`config.mk`:
```
export PLATFORM = sky130hd
export DESIGN_NAME = sdr_bank_engine
export DESIGN_NICKNAME = d
export VERILOG_FILES = /design/src/rtl/sdr_eng_pkg.sv /design/src/rtl/sdr_bank_timer.sv /design/src/rtl/sdr_rd_align.sv /design/src/rtl/sdr_bank_engine.sv
export SDC_FILE = /design/constraint.sdc
export NUM_CORES = 1
export LEC_CHECK = 0
export BUFFER_PORTS_ARGS = -buffer_cell sky130_fd_sc_hd__clkbuf_2
export CAP_MARGIN = 10
export CORE_UTILIZATION = 55
export DETAILED_ROUTE_END_ITERATION = 10
export GPL_ROUTABILITY_DRIVEN = 0
export PLACE_DENSITY = 0.79
export SYNTH_ARGS = -nofsm -noshare
export SYNTH_HDL_FRONTEND = slang
export SYNTH_HIERARCHICAL = 1
export SYNTH_SLANG_ARGS = --single-unit
```
`constraint.sdc`:
```
create_clock -name clk -period 3.8 [get_ports clk]
set_input_delay 0.38 -clock clk [delete_from_list [all_inputs] [get_ports clk]]
set_output_delay 0.38 -clock clk [all_outputs]
set_load 0.005 [all_outputs]
```
`src/rtl/sdr_eng_pkg.sv`:
```
package sdr_eng_pkg;

  typedef enum logic [2:0] {
    CMD_NOP,
    CMD_ACT,
    CMD_RD,
    CMD_WR,
    CMD_PRE
  } sdr_cmd_e;

  // {cs_n, ras_n, cas_n, we_n}
  function automatic logic [3:0] cmd_pins(sdr_cmd_e c);
    case (c)
      CMD_ACT: return 4'b0011;
      CMD_RD:  return 4'b0101;
      CMD_WR:  return 4'b0100;
      CMD_PRE: return 4'b0010;
      default: return 4'b0111;
    endcase
  endfunction

endpackage

```
`src/rtl/sdr_bank_timer.sv`:
```
module sdr_bank_timer #(
  parameter int ROW_W     = 13,
  parameter int T_RCD     = 3,
  parameter int T_RAS     = 6,
  parameter int T_RC      = 8,
  parameter int T_RP      = 3,
  parameter int T_WR      = 2,
  parameter int T_RAS_LIM = 12400
) (
  input  logic             clk,
  input  logic             rst_n,
  input  logic             do_act,
  input  logic             do_pre,
  input  logic             do_wr,
  input  logic [ROW_W-1:0] act_row,
  output logic             is_open,
  output logic [ROW_W-1:0] open_row,
  output logic             col_ok,
  output logic             pre_ok,
  output logic             act_ok,
  output logic             rp_ok,
  output logic             ras_due
);
  localparam int SMAX = T_RCD + T_RAS + T_RC + T_RP + T_WR;
  localparam int SW   = $clog2(SMAX + 1);
  localparam int LW   = $clog2(T_RAS_LIM + 1);

  logic [SW-1:0] rcd_q, rcd_n, ras_q, ras_n, rc_q, rc_n, rp_q, rp_n, wr_q, wr_n;
  logic [LW-1:0] lim_q, lim_n;
  logic          open_q, open_n;
  logic [ROW_W-1:0] row_q;

  always_comb begin
    rcd_n  = (rcd_q != '0) ? rcd_q - SW'(1) : rcd_q;
    ras_n  = (ras_q != '0) ? ras_q - SW'(1) : ras_q;
    rc_n   = (rc_q  != '0) ? rc_q  - SW'(1) : rc_q;
    rp_n   = (rp_q  != '0) ? rp_q  - SW'(1) : rp_q;
    wr_n   = (wr_q  != '0) ? wr_q  - SW'(1) : wr_q;
    lim_n  = (lim_q != '0) ? lim_q - LW'(1) : lim_q;
    open_n = open_q;
    if (do_act) begin
      rcd_n  = SW'(T_RCD - 1);
      ras_n  = SW'(T_RAS - 1);
      rc_n   = SW'(T_RC - 1);
      lim_n  = LW'(T_RAS_LIM - 1);
      open_n = 1'b1;
    end
    if (do_pre) begin
      rp_n   = SW'(T_RP - 1);
      open_n = 1'b0;
    end
    if (do_wr) wr_n = SW'(T_WR - 1);
  end

  always_ff @(posedge clk or negedge rst_n) begin
    if (!rst_n) begin
      rcd_q  <= '0;
      ras_q  <= '0;
      rc_q   <= '0;
      rp_q   <= '0;
      wr_q   <= '0;
      lim_q  <= '0;
      open_q <= 1'b0;
      row_q  <= '0;
    end else begin
      rcd_q  <= rcd_n;
      ras_q  <= ras_n;
      rc_q   <= rc_n;
      rp_q   <= rp_n;
      wr_q   <= wr_n;
      lim_q  <= lim_n;
      open_q <= open_n;
      if (do_act) row_q <= act_row;
    end
  end

  assign is_open  = open_q;
  assign open_row = row_q;
  assign col_ok   = open_q && (rcd_q == '0);
  assign pre_ok   = open_q && (ras_q == '0) && (wr_q == '0);
  assign rp_ok    = (rp_q == '0);
  assign act_ok   = !open_q && rp_ok && (rc_q == '0);
  assign ras_due  = open_q && (lim_q == '0);

endmodule

```
`src/rtl/sdr_rd_align.sv`:
```
module sdr_rd_align #(
  parameter int DQM_W = 9
) (
  input  logic             clk,
  input  logic             rst_n,
  input  logic             cas_lat3,
  input  logic             rd_now,
  input  logic [DQM_W-1:0] rd_mask,
  output logic             capture,
  output logic [DQM_W-1:0] rd_dqm
);
  logic [2:0]       pipe_q;
  logic [DQM_W-1:0] mask_q;

  always_ff @(posedge clk or negedge rst_n) begin
    if (!rst_n) begin
      pipe_q <= '0;
      mask_q <= '0;
    end else begin
      pipe_q <= {pipe_q[1:0], rd_now};
      mask_q <= rd_now ? rd_mask : '0;
    end
  end

  // data is at the pins CL cycles after READ; mask leads data by two cycles
  assign capture = cas_lat3 ? pipe_q[2] : pipe_q[1];
  assign rd_dqm  = cas_lat3 ? mask_q : (rd_now ? rd_mask : '0);

endmodule

```
`src/rtl/sdr_bank_engine.sv`:
```
module sdr_bank_engine
  import sdr_eng_pkg::*;
#(
  parameter int ROW_W     = 13,
  parameter int COL_W     = 10,
  parameter int BA_W      = 2,
  parameter int DQM_W     = 9,
  parameter int AP_BIT    = 10,
  parameter int T_RCD     = 3,
  parameter int T_RAS     = 6,
  parameter int T_RC      = 8,
  parameter int T_RRD     = 2,
  parameter int T_RP      = 3,
  parameter int T_WR      = 2,
  parameter int T_RAS_LIM = 12400
) (
  input  logic             clk,
  input  logic             rst_n,
  input  logic             cas_lat3,
  input  logic             req_valid,
  output logic             req_ready,
  input  logic             req_write,
  input  logic [BA_W-1:0]  req_bank,
  input  logic [ROW_W-1:0] req_row,
  input  logic [COL_W-1:0] req_col,
  input  logic [DQM_W-1:0] req_mask,
  input  logic             ref_req,
  output logic             ref_grant,
  output logic             sd_cs_n,
  output logic             sd_ras_n,
  output logic             sd_cas_n,
  output logic             sd_we_n,
  output logic [BA_W-1:0]  sd_ba,
  output logic [ROW_W-1:0] sd_addr,
  output logic [DQM_W-1:0] sd_dqm,
  output logic             sd_wr_oe,
  output logic             rd_capture
);
  localparam int NB = 1 << BA_W;
  localparam int RW = $clog2(T_RRD + 1);

  logic             pend_q, pend_n, pend_wr_q;
  logic [BA_W-1:0]  pend_ba_q;
  logic [ROW_W-1:0] pend_row_q;
  logic [COL_W-1:0] pend_col_q;
  logic [DQM_W-1:0] pend_mask_q;
  logic             accept;

  logic [NB-1:0] b_open, b_col_ok, b_pre_ok, b_act_ok, b_rp_ok, b_due;
  logic [NB-1:0] do_act_v, do_pre_v, do_wr_v;
  logic [ROW_W-1:0] b_row [NB];

  sdr_cmd_e         cmd_d;
  logic [BA_W-1:0]  ba_d, due_ba;
  logic [ROW_W-1:0] addr_d;
  logic             col_fire, due_hit, grant_d;
  logic [RW-1:0]    rrd_q, rrd_n;

  logic [3:0]       pins_q;
  logic [BA_W-1:0]  ba_q;
  logic [ROW_W-1:0] addr_q;
  logic [DQM_W-1:0] wmask_q, rmask_q, rd_dqm;
  logic             oe_q, rd_q, grant_q;

  generate
    for (genvar g = 0; g < NB; g++) begin : g_bank
      sdr_bank_timer #(
        .ROW_W(ROW_W), .T_RCD(T_RCD), .T_RAS(T_RAS), .T_RC(T_RC),
        .T_RP(T_RP), .T_WR(T_WR), .T_RAS_LIM(T_RAS_LIM)
      ) u_tmr (
        .clk(clk), .rst_n(rst_n),
        .do_act(do_act_v[g]), .do_pre(do_pre_v[g]), .do_wr(do_wr_v[g]),
        .act_row(addr_d),
        .is_open(b_open[g]), .open_row(b_row[g]),
        .col_ok(b_col_ok[g]), .pre_ok(b_pre_ok[g]), .act_ok(b_act_ok[g]),
        .rp_ok(b_rp_ok[g]), .ras_due(b_due[g])
      );
    end
  endgenerate

  // command choice: refresh close, then aged bank, then pending request
  always_comb begin
    cmd_d    = CMD_NOP;
    ba_d     = '0;
    addr_d   = '0;
    col_fire = 1'b0;
    due_hit  = 1'b0;
    due_ba   = '0;
    for (int i = NB - 1; i >= 0; i--) begin
      if (b_due[i] && b_pre_ok[i]) begin
        due_hit = 1'b1;
        due_ba  = BA_W'(i);
      end
    end
    if (ref_req && !pend_q) begin
      if ((|b_open) && ((b_pre_ok | ~b_open) == '1)) begin
        cmd_d          = CMD_PRE;
        addr_d[AP_BIT] = 1'b1;
      end
    end else if (due_hit) begin
      cmd_d = CMD_PRE;
      ba_d  = due_ba;
    end else if (pend_q) begin
      ba_d = pend_ba_q;
      if (b_open[pend_ba_q]) begin
        if (b_row[pend_ba_q] == pend_row_q) begin
          if (b_col_ok[pend_ba_q]) begin
            cmd_d    = pend_wr_q ? CMD_WR : CMD_RD;
            addr_d   = ROW_W'(pend_col_q);
            col_fire = 1'b1;
          end
        end else if (b_pre_ok[pend_ba_q]) begin
          cmd_d = CMD_PRE;
        end
      end else if (b_act_ok[pend_ba_q] && (rrd_q == '0)) begin
        cmd_d  = CMD_ACT;
        addr_d = pend_row_q;
      end
    end
  end

  always_comb begin
    for (int i = 0; i < NB; i++) begin
      do_act_v[i] = (cmd_d == CMD_ACT) && (ba_d == BA_W'(i));
      do_wr_v[i]  = (cmd_d == CMD_WR)  && (ba_d == BA_W'(i));
      do_pre_v[i] = (cmd_d == CMD_PRE) && ((ba_d == BA_W'(i)) || addr_d[AP_BIT]);
    end
  end

  assign req_ready = !ref_req && (!pend_q || col_fire);
  assign accept    = req_valid && req_ready;
  assign grant_d   = ref_req && !pend_q && !(|b_open) && (&b_rp_ok);

  always_comb begin
    pend_n = pend_q;
    if (accept)        pend_n = 1'b1;
    else if (col_fire) pend_n = 1'b0;
    rrd_n = (cmd_d == CMD_ACT) ? RW'(T_RRD - 1) :
            (rrd_q != '0)      ? rrd_q - RW'(1) : rrd_q;
  end

  always_ff @(posedge clk or negedge rst_n) begin
    if (!rst_n) begin
      pend_q      <= 1'b0;
      pend_wr_q   <= 1'b0;
      pend_ba_q   <= '0;
      pend_row_q  <= '0;
      pend_col_q  <= '0;
      pend_mask_q <= '0;
      rrd_q       <= '0;
    end else begin
      pend_q <= pend_n;
      rrd_q  <= rrd_n;
      if (accept) begin
        pend_wr_q   <= req_write;
        pend_ba_q   <= req_bank;
        pend_row_q  <= req_row;
        pend_col_q  <= req_col;
        pend_mask_q <= req_mask;
      end
    end
  end

  always_ff @(posedge clk or negedge rst_n) begin
    if (!rst_n) begin
      pins_q  <= 4'b0111;
      ba_q    <= '0;
      addr_q  <= '0;
      wmask_q <= '0;
      rmask_q <= '0;
      oe_q    <= 1'b0;
      rd_q    <= 1'b0;
      grant_q <= 1'b0;
    end else begin
      pins_q  <= cmd_pins(cmd_d);
      ba_q    <= ba_d;
      addr_q  <= addr_d;
      wmask_q <= (cmd_d == CMD_WR) ? pend_mask_q : '0;
      rmask_q <= (cmd_d == CMD_RD) ? pend_mask_q : '0;
      oe_q    <= (cmd_d == CMD_WR);
      rd_q    <= (cmd_d == CMD_RD);
      grant_q <= grant_d;
    end
  end

  sdr_rd_align #(.DQM_W(DQM_W)) u_align (
    .clk(clk), .rst_n(rst_n), .cas_lat3(cas_lat3),
    .rd_now(rd_q), .rd_mask(rmask_q),
    .capture(rd_capture), .rd_dqm(rd_dqm)
  );

  assign {sd_cs_n, sd_ras_n, sd_cas_n, sd_we_n} = pins_q;
  assign sd_ba     = ba_q;
  assign sd_addr   = addr_q;
  assign sd_dqm    = wmask_q | rd_dqm;
  assign sd_wr_oe  = oe_q;
  assign ref_grant = grant_q;

endmodule

```
==> impl_metrics.py <==
metrics = {
    "sta": {
        "fin_crit_ps": 3668,
        "finalCritPeriodShare_pct": 96.53,
        "fin_skew_ps": 21.21,
        "setup_viol": 0,
        "relSlewSlack_pct": 49.42,
        "drv_slew": 0,
        "fmax_mhz": 272.6,
        "rsz0062_at_grt": "false",
        "setup_tns_ps": 0,
        "finalHoldWorstSlack_ps": 24.53,
        "timing.final.hold_violations": 0,
        "tightest_slew_ps": 758.7,
    },
    "synth": {
        "synth.most_common_cell": "dfrtp_1",
        "netlist_instances": 1235,
        "synth_common_cells": "298 x dfrtp_1, 142 x nor2_1, 100 x mux2_2",
        "syn_area_per_cell_sq_um": 11.46,
        "ys_seq_area_share_pct": 53.23,
        "yosysTopAreaCellShare_pct": 52.67,
        "syn_nets": 1300,
        "synth.area.top_cells": "dfrtp_1 53%, mux2_2 8.0%, nor2_1 3.8%",
        "ys_dominant_reg_cell": "dfrtp_1",
        "ys_types": 60,
        "ys_ff_latch": 301,
        "async_flop_share_pct": 100.0,
        "synth-edff-count": 0,
        "yosysTopAreaCell": "dfrtp_1",
        "synth_area_sq_mm": 0.01416,
        "synth.yosys.warnings": 6,
    },
    "cts": {
        "cts_htree_levels": 1,
        "cts.sinks": 301,
        "cts_max_path_buffers": 3,
        "insertion_delay_ps": 580,
        "worst_setup_hold_path_clk_slew_ps": 60,
        "cts_inserted_buffers": 31,
        "cts_tree": "built",
        "cts-root-buf": "clkbuf_16",
    },
    "job": {
        "max-cap-violations": 0,
    },
    "worst_setup_path": {
        "worstPathMaxFanout": 18,
        "max_stage_delay_ps": 640,
        "critPathBufInv": 2,
        "path_cells": "buf_6 > mux4_1 > xnor2_2 > nand4_1 > or4_4 > and2_1 > nor2_1 > clkbuf_2",
        "crit_type": "flop to output pin",
        "start_kind": "flop",
        "crit_arrival_ps": 3290,
        "endpoint_kind": "output pin",
        "cp_slowest_cell": "mux4_1",
        "cp.required_ps": 3420,
        "crit_family": "simple AND/OR/NAND/NOR gates",
    },
    "layout": {
        "syn2layout_area_growth_pct": 15.57,
        "post-route-util_pct": 64.98,
        "final_nets": 1410,
        "drive_above_1_share_pct": 24.12,
        "antennaDiodeCount": 0,
    },
    "worst_hold_path": {
        "min_path_type": "input port to flop",
    },
    "placement": {
        "dp_hpwl_mm": 19.43,
        "numPortBuffers": 70,
    },
    "floorplanning": {
        "die_w_microns": 162.4,
        "num_rows": 58,
        "start_util_pct": 56.23,
        "die_h_microns": 162.4,
        "io_pins": 72,
        "core-area_sq_mm": 0.02518,
        "dieArea_sq_mm": 0.02639,
    },
    "global_route": {
        "grt_pass1_vias": 9831,
        "grt_max_degree": 101,
        "grt_overflow": 0,
        "grt_usage_pct": 22.63,
        "grt_pass1_wl_mm": 48.31,
        "antenna_found_initial": 0,
    },
    "routing": {
        "finalWirelength_mm": 29.03,
        "via_per_inst": 5.734,
        "first_pass_iters": 5,
        "drtIter0Drc": 614,
        "drc": 0,
        "via_count": 9737,
        "postRouteAntennaNets": 0,
        "wl_per_cell_microns": 17.10,
    },
    "pwr": {
        "ir_drop_uv": 353.8,
        "total_power_mw": 11.03,
        "power_density_mw_per_mm2": 673.8,
        "leakage_nw": 7.627,
    },
    "status": {
        "status": "completed",
    },
}
-- timing repair --
| action | 4_1_cts | 5_1_grt |
|---|---|---|
| setup endpoints to repair | 1 | 28 |
| hold endpoints to repair | 94 | 0 |
| cloned | 0 | 0 |
| resized for setup | 3 | 13 |
| hold buffers | 1 | 0 |
| setup buffers | 0 | 3 |
| pin swaps | 0 | 1 |
-- stage by stage --
stage | std cells | setup WS (ps) | instance area (sq um)
finish | 1698 | 131.7 | 16360
global route | 1698 | 6.772 | 16360
CTS | 1694 | 13.26 | 16270
detailed placement | 1637 | 119.4 | 15120
global placement | 1637 | 205.0 | 15120
floorplan | 1235 | 31.58 | 14160
-- layout by cell type, fill, tap and decap left out, types with 7 or more instances in the layout --
master,n
buf_4,46
o31ai_1,10
nand2b_1,35
nor3b_1,16
or3_1,36
clkbuf_2,69
nor2b_1,11
nor4b_1,17
or2_2,10
a211o_1,23
and2_1,37
mux4_1,11
or4_1,12
nand4_1,7
xor2_1,8
o21ai_0,23
nor3_1,19
a22o_1,11
nor2_1,138
dfrtp_1,297
nand2_1,29
clkbuf_8,7
mux2_2,100
clkbuf_16,31
nor4_1,26
inv_1,76
a21oi_1,68
xnor2_1,45
o211ai_1,8
mux2i_1,8
ha_1,25
-- where the power goes --
| part | internal (mW) | leakage (nW) | switching (mW) |
|---|---|---|---|
| clock | 2.04 | 0.553 | 1.26 |
| sequential | 3.98 | 3.84 | 0.771 |
| combinational | 1.46 | 3.23 | 1.51 |
| total | 7.49 | 7.63 | 3.54 |
-- cell type report --
type	instances	area, sq um
multi-input combinational	813	6193
clock buffer	43	890.9
clock inverter	13	236.5
sequential	301	7537
inverter	76	285.3
tap	330	412.9
timing repair buffer	122	807.0
fill	1853	8818
-- metal layers --
layer / track usage, % / routed length [microns] / up-vias
li1: - / - / 4585
met1: 30.00 / 12600 / 4875
met2: 38.66 / 14470 / 222
met3: 3.412 / 1322 / 55
met4: 6.475 / 631 / 0
met5: 0 / 0 / -
-- worst paths after layout --
path | startpoint | endpoint | slack (ps) | depth (start not counted)
setup / recovery | pend_ba_q[0]$_DFFE_PN0P_ | req_ready | 130 | 8
setup reg to reg | g_bank[2].u_tmr/lim_q[0]$_DFFE_PN0P_ | g_bank[1].u_tmr/open_row[7]$_DFFE_PN0P_ | 250 | 14
hold / removal | req_row[3] | pend_row_q[3]$_DFFE_PN0P_ | 20 | 2
max in group asynchronous | rst_n | g_bank[2].u_tmr/wr_q[0]$_DFFE_PN0P_ | 2370 | 3
hold reg to reg | u_align/pipe_q[0]$_DFF_PN0_ | u_align/pipe_q[1]$_DFF_PN0_ | 360 | 0
min in group asynchronous | rst_n | wmask_q[0]$_DFF_PN0_ | 420 | 2
-- flip-flops by register name, indices dropped and copies added, names as in the netlist, 10 cells and up --
signal,cells
g_bank.u_tmr/wr_q,20
pend_col_q,10
sd_addr,13
g_bank.u_tmr/ras_q,20
g_bank.u_tmr/rp_q,20
g_bank.u_tmr/lim_q,56
g_bank.u_tmr/open_row,52
g_bank.u_tmr/rcd_q,20
pend_row_q,13
g_bank.u_tmr/rc_q,20
-- cells by family after synthesis --
| logic type | count (synthesis) | synth area share [%] |
|---|---|---|
| and+or+nand+nor | 436 | 17.79 |
| DFF | 301 | 53.23 |
| AOI/OAI and AO/OA | 166 | 7.750 |
| muxes | 128 | 11.75 |
| buffers and inverters | 121 | 3.720 |
| xor gates and xnor gates | 57 | 3.526 |
| adders and majority gates | 25 | 2.209 |
| other | 1 | 0.02649 |
Note: power is estimated with default switching activity, not from simulation.
